## config.mk

```make
export PLATFORM = sky130hd
export DESIGN_NAME = batch_pace_timer
export DESIGN_NICKNAME = d
export VERILOG_FILES = /design/src/rtl/pace_pkg.sv /design/src/rtl/pace_ctrl.sv /design/src/rtl/pace_prescaler.sv /design/src/rtl/pace_accum.sv /design/src/rtl/batch_pace_timer.sv
export SDC_FILE = /design/constraint.sdc
export NUM_CORES = 1
export LEC_CHECK = 0
export ABC_AREA = 1
export ABC_CLOCK_PERIOD_IN_PS = 4880
export BUFFER_PORTS_ARGS = -buffer_cell sky130_fd_sc_hd__buf_2
export CAP_MARGIN = 20
export CORE_ASPECT_RATIO = 1.5
export CORE_UTILIZATION = 25
export DETAILED_ROUTE_END_ITERATION = 7
export HOLD_SLACK_MARGIN = 0.03
export PLACE_DENSITY = 0.5
export SLEW_MARGIN = 20
export SYNTH_ARGS = -nofsm -noshare
export SYNTH_HDL_FRONTEND = slang
export SYNTH_SLANG_ARGS = --single-unit
```

## constraint.sdc

```tcl
create_clock -name clk -period 4.88 [get_ports clk]
set_clock_uncertainty 0.05 [all_clocks]
set_input_delay 0.488 -clock clk [delete_from_list [all_inputs] [get_ports clk]]
set_output_delay 0.488 -clock clk [all_outputs]
set_load 0.03 [all_outputs]
```

## src/rtl/pace_pkg.sv

```systemverilog
package pace_pkg;

    // Control machine states for the pacing timer.
    typedef enum logic [0:0] {
        PS_IDLE = 1'b0,
        PS_RUN  = 1'b1
    } pace_state_e;

    // Raise a fixed-point parameter to at least one whole wake-up.
    function automatic logic [23:0] pace_floor_one(input logic [23:0] p, input logic [23:0] one);
        return (p < one) ? one : p;
    endfunction

endpackage

```

## src/rtl/pace_ctrl.sv

```systemverilog
module pace_ctrl
    import pace_pkg::*;
(
    input  logic        clk,
    input  logic        rst_n,
    input  logic        en_i,
    output logic        run_o,
    output logic        clr_o,
    output pace_state_e state_o
);

    pace_state_e state_q;
    pace_state_e state_d;

    // State register
    always_ff @(posedge clk or negedge rst_n) begin
        if (!rst_n) begin
            state_q <= PS_IDLE;
        end else begin
            state_q <= state_d;
        end
    end

    // Next-state logic
    always_comb begin
        state_d = state_q;
        unique case (state_q)
            PS_IDLE: if (en_i)  state_d = PS_RUN;
            PS_RUN:  if (!en_i) state_d = PS_IDLE;
        endcase
    end

    // Outputs
    always_comb begin
        run_o = 1'b0;
        clr_o = !en_i;
        unique case (state_q)
            PS_IDLE: run_o = 1'b0;
            PS_RUN:  run_o = en_i;
        endcase
    end

    assign state_o = state_q;

    // leaving enable always lands in idle on the next edge
    p_drop_to_idle_r9: assert property (@(posedge clk) disable iff (!rst_n)
        !en_i |=> state_q == PS_IDLE);

endmodule

```

## src/rtl/pace_prescaler.sv

```systemverilog
module pace_prescaler #(
    parameter int PERIOD = 14
) (
    input  logic clk,
    input  logic rst_n,
    input  logic clr_i,
    input  logic run_i,
    output logic due_o,
    output logic wake_o
);

    localparam int CNT_W = (PERIOD > 1) ? $clog2(PERIOD) : 1;
    localparam logic [CNT_W-1:0] LAST = CNT_W'(PERIOD - 1);

    logic [CNT_W-1:0] cnt_q;

    assign due_o = run_i && (cnt_q == LAST);

    always_ff @(posedge clk or negedge rst_n) begin
        if (!rst_n) begin
            cnt_q  <= '0;
            wake_o <= 1'b0;
        end else if (clr_i) begin
            cnt_q  <= '0;
            wake_o <= 1'b0;
        end else begin
            wake_o <= due_o;
            if (run_i) begin
                cnt_q <= (cnt_q == LAST) ? '0 : cnt_q + 1'b1;
            end
        end
    end

    // counter stays within one period
    p_cnt_range_r1: assert property (@(posedge clk) disable iff (!rst_n)
        cnt_q <= LAST);

    // a wake strobe lasts a single cycle
    p_wake_single_r1: assert property (@(posedge clk) disable iff (!rst_n)
        wake_o |=> !wake_o);

    // clearing empties the counter and silences the strobe
    p_clr_empty_r6: assert property (@(posedge clk) disable iff (!rst_n)
        clr_i |=> (cnt_q == '0) && !wake_o);

endmodule

```

## src/rtl/pace_accum.sv

```systemverilog
module pace_accum
    import pace_pkg::*;
#(
    parameter int INT_W  = 16,
    parameter int FRAC_W = 8
) (
    input  logic                    clk,
    input  logic                    rst_n,
    input  logic                    clr_i,
    input  logic                    due_i,
    input  logic [INT_W+FRAC_W-1:0] param_i,
    output logic                    tick_o
);

    localparam int PW = INT_W + FRAC_W;
    localparam logic [PW-1:0] ONE = PW'(1) << FRAC_W;

    logic [PW-1:0] acc_q;
    logic [PW-1:0] eff;
    logic [PW:0]   sum;
    logic          hit;

    always_comb begin
        eff = pace_floor_one(param_i, ONE);
        sum = {1'b0, acc_q} + {1'b0, ONE};
        hit = (sum >= {1'b0, eff});
    end

    always_ff @(posedge clk or negedge rst_n) begin
        if (!rst_n) begin
            acc_q  <= '0;
            tick_o <= 1'b0;
        end else if (clr_i) begin
            acc_q  <= '0;
            tick_o <= 1'b0;
        end else if (due_i) begin
            tick_o <= hit;
            acc_q  <= hit ? PW'(sum - {1'b0, eff}) : sum[PW-1:0];
        end else begin
            tick_o <= 1'b0;
        end
    end

    // accumulator is empty after a clear
    p_acc_clear_r6: assert property (@(posedge clk) disable iff (!rst_n)
        clr_i |=> acc_q == '0);

    // ticks never come back to back
    p_tick_single_r3: assert property (@(posedge clk) disable iff (!rst_n)
        tick_o |=> !tick_o);

    // a sub-unity parameter fires on every wake
    p_clamp_fire_r4: assert property (@(posedge clk) disable iff (!rst_n)
        (due_i && !clr_i && (param_i < ONE)) |=> tick_o);

endmodule

```

## src/rtl/batch_pace_timer.sv

```systemverilog
module batch_pace_timer
    import pace_pkg::*;
#(
    parameter int WAKE_PERIOD = 14,
    parameter int INT_W       = 16,
    parameter int FRAC_W      = 8
) (
    input  logic                    clk,
    input  logic                    rst_n,
    input  logic                    en_i,
    input  logic [INT_W+FRAC_W-1:0] pace_param_i,
    output logic                    wake_o,
    output logic                    tick_o
);

    logic        run;
    logic        clr;
    logic        due;
    pace_state_e state;

    pace_ctrl u_ctrl (
        .clk     (clk),
        .rst_n   (rst_n),
        .en_i    (en_i),
        .run_o   (run),
        .clr_o   (clr),
        .state_o (state)
    );

    pace_prescaler #(
        .PERIOD (WAKE_PERIOD)
    ) u_pre (
        .clk    (clk),
        .rst_n  (rst_n),
        .clr_i  (clr),
        .run_i  (run),
        .due_o  (due),
        .wake_o (wake_o)
    );

    pace_accum #(
        .INT_W  (INT_W),
        .FRAC_W (FRAC_W)
    ) u_acc (
        .clk     (clk),
        .rst_n   (rst_n),
        .clr_i   (clr),
        .due_i   (due),
        .param_i (pace_param_i),
        .tick_o  (tick_o)
    );

    // a tick only rides on a wake strobe
    p_tick_on_wake_r3: assert property (@(posedge clk) disable iff (!rst_n)
        tick_o |-> wake_o);

    // idle state carries no strobes
    p_idle_quiet_r9: assert property (@(posedge clk) disable iff (!rst_n)
        (state == PS_IDLE) |-> (!wake_o && !tick_o));

endmodule

```

==> impl_metrics.json <==
{
  "status": "finished, final reports clean",
  "gr-usage-met2_pct": 29.8,
  "cp_max_fo": 17,
  "period_minus_slack_ns": 4.09,
  "std_cell_rows": 54,
  "synth_warnings": 0,
  "ys_ff_latch": 31,
  "root_buffer": "clkbuf_16",
  "synthArstFlopShare_pct": 100,
  "critPathCaptureType": "register",
  "syn_inst": 666,
  "num_antenna_cells": 0,
  "nFillCells": 1694,
  "synthSimpleGateAreaFrac_pct": 46.9,
  "yosys.area_share.adder_pct": 9.48,
  "cts_buffers": 5,
  "grt_max_degree": 32,
  "grt_pass1_wl_um": 19700,
  "yosysMostFrequentCell": "nand2_1",
  "wirelength_um": 11900,
  "drtIter0Drc": 150,
  "ys_seq_area_share_pct": 20.6,
  "core_mm2": 0.0147,
  "grtUsageTotal_pct": 16.5,
  "powerDensity_mw_per_mm2": 158,
  "synth_common_cells": "268 x nand2_1, 140 x inv_1, 68 x nand3_1",
  "start_util_pct": 25.7,
  "power_switching_uw": 193,
  "crit_family": "simple AND/OR/NAND/NOR gates",
  "io_buffers": 28,
  "combPwrFrac_pct": 15.0,
  "criticalPathCategory": "in -> reg",
  "drive_gt1_share_pct": 7.46,
  "die_h_um": 152,
  "p_int_uw": 482,
  "cp_cell_sequence": "buf_2 > nor4_1 > nand4_1 > inv_1 > nor2_1 > ha_1 > nand2_1 > nor2_1 > nand2_1 > nor2_1 > nand2_1 > nand3_1 > nor2_2 > nand2_4 > nand2_4 > inv_6 > nand2_1 > nand2_1",
  "grt_pass1_vias": 3879,
  "cts_resized": 0,
  "required_ns": 5.00,
  "synthMuxAreaShare_pct": 0,
  "max_freq_mhz": 245,
  "synth_top_cell_by_area": "nand2_1",
  "grt-ovfl-total": 0,
  "final_nets": 751,
  "globalplace.congestion": 0.912,
  "clock_sinks": 31,
  "use_met3_pct": 1.93,
  "clk_pin_slew_worst_paths_ns": 0.06,
  "clockPowerShare_pct": 46.4,
  "busiest_layer": "met2",
  "synth_top_family_by_area": "simple AND/OR/NAND/NOR gates",
  "maxCapViolCount": 0,
  "synth_compound_area_share_pct": 2.62,
  "max_stage_delay_ns": 0.64,
  "ys_top_cells_by_area": "nand2_1 27%, dfrtp_1 21%, inv_1 14%",
  "synth_cell_types": 26,
  "fin_util_pct": 29.2,
  "hold_buffers": 0,
  "viasPerCell": 4.30,
  "crit_buf_inv": 3,
  "seqPwrFrac_pct": 38.6,
  "synth-edff-count": 0,
  "swShare_pct": 28.6,
  "slew_headroom_pct": 40.9,
  "cts_tree": "built",
  "final.setup.tns_ns": 0,
  "synth_top_area_share_pct": 26.6,
  "synth-xor-area-share_pct": 5.10,
  "worstRegToRegCells": 20,
  "finalHoldViolations": 0,
  "critPathMostFrequentCell": "nand2_1",
  "synth_ff_type": "dfrtp_1",
  "synth.avg_cell_area_um2": 5.67,
  "worst_pin_slew_ns": 0.886,
  "drv_slew": 0,
  "critPathArrivalTime_ns": 4.21,
  "use_met1_pct": 18.0,
  "hp-class": "in -> async",
  "r2r_end": "u_acc.acc_q[1]$_DFFE_PN0P_",
  "synth_area_mm2": 0.00377,
  "reg2reg_setup_slack_ns": 1.11,
  "rsz0062_at_grt": "no",
  "clkLatencyLatePin_ns": 0.28,
  "syn_to_final_growth_pct": 13.3,
  "drc": 0,
  "fp.dieW_um": 102,
  "cp-start-kind": "input pin",
  "antenna_left": 0,
  "ios": 29,
  "firstDrtPassIters": 4,
  "post_cts_buffers": 0,
  "dpl.hpwl_um": 10000,
  "clock_path_buffers": 2,
  "cp_slowest_cell": "nor4_1",
  "vias": 3836,
  "die_area_mm2": 0.0156,
  "min_period_over_period_pct": 83.7,
  "reg2reg_from": "u_acc.acc_q[8]$_DFFE_PN0P_",
  "h-tree-depth": 2,
  "setup_viol": 0,
  "leakagePower_nw": 2.71,
  "avgRoutedWirePerCell_um": 13.4,
  "antenna_found_initial": 0,
  "syn-num-nets": 721,
  "ir_drop_uv": 98.7
}
[per-stage QoR]
step	area, um^2	setup slack (ns)	total power [mW]	cells	hold slack, ns
after floorplan	3770	1.98	0.326	666	0.142
after global placement	4140	0.444	0.370	885	0.444
after detailed placement	4140	0.416	0.369	885	0.443
after CTS	4280	0.715	0.684	893	0.264
after global routing	4280	0.466	0.707	893	0.297
final	4280	0.793	0.675	893	0.218
[area by class of cell]
cell class / instances / area [um^2] / area share, %
inverter: 141 / 534 / 12.5
timing repair buffer: 31 / 163 / 3.80
tap: 196 / 245 / 5.73
multi-input combinational: 486 / 2420 / 56.6
sequential: 31 / 776 / 18.1
clock buffer: 7 / 133 / 3.10
clock inverter: 1 / 5.00 / 0.117
[power by group through the flow]
stage	Clock, mW	Combinational, mW	Sequential, mW
global placement	0	0.104	0.266
detailed placement	0	0.103	0.266
finish	0.313	0.101	0.261
CTS	0.319	0.104	0.261
floorplan	0	0.0607	0.265
global route	0.330	0.116	0.261
[worst max-delay path by stage]
stage | start | to | slack (ns) | cells past startpoint
detailed placement | pace_param_i[22] | u_acc.acc_q[1]$_DFFE_PN0P_ | 0.42 | 18
finish | pace_param_i[22] | u_acc.acc_q[1]$_DFFE_PN0P_ | 0.79 | 18
CTS | pace_param_i[22] | u_acc.acc_q[1]$_DFFE_PN0P_ | 0.71 | 18
global route | pace_param_i[22] | u_acc.acc_q[7]$_DFFE_PN0P_ | 0.47 | 18
floorplan | u_acc.acc_q[8]$_DFFE_PN0P_ | u_acc.acc_q[18]$_DFFE_PN0P_ | 1.98 | 18
global placement | pace_param_i[22] | u_acc.acc_q[7]$_DFFE_PN0P_ | 0.44 | 18
[state kept, by name, summed over array words and instances, names as in the netlist]
signal          count
u_pre.cnt_q         4
u_acc.acc_q        24
u_pre.wake_o        1
u_acc.tick_o        1
u_ctrl.state_o      1
[layout by cell type (no fill, tap or decap), types with 3 or more instances in the layout]
cell type  instances
nor4_1             4
dfrtp_1           31
nand3_1           68
nand2_4            3
clkbuf_16          5
xnor2_1            7
nand3b_1           5
nand4_1           10
nor3_1             3
buf_2             28
buf_4              3
inv_1            140
nand2_1          268
nor2_1            46
xor2_1            15
ha_1              27
o21ai_0            5
nor2_2             3
nand2_2            3
a21oi_1           13
[per-layer routing]
layer,part of all wire (%),routed length [um]
met5,0,0
met4,5.9,700
met3,2.0,234
met2,52,6220
met1,40,4770
[cells by family after synthesis]
kind of cell | Yosys count
flops | 31
xor+xnor | 22
buf+inv | 149
simple gates | 417
fa+ha+maj | 28
compound gates | 19
(Power assumes the default switching activity.)
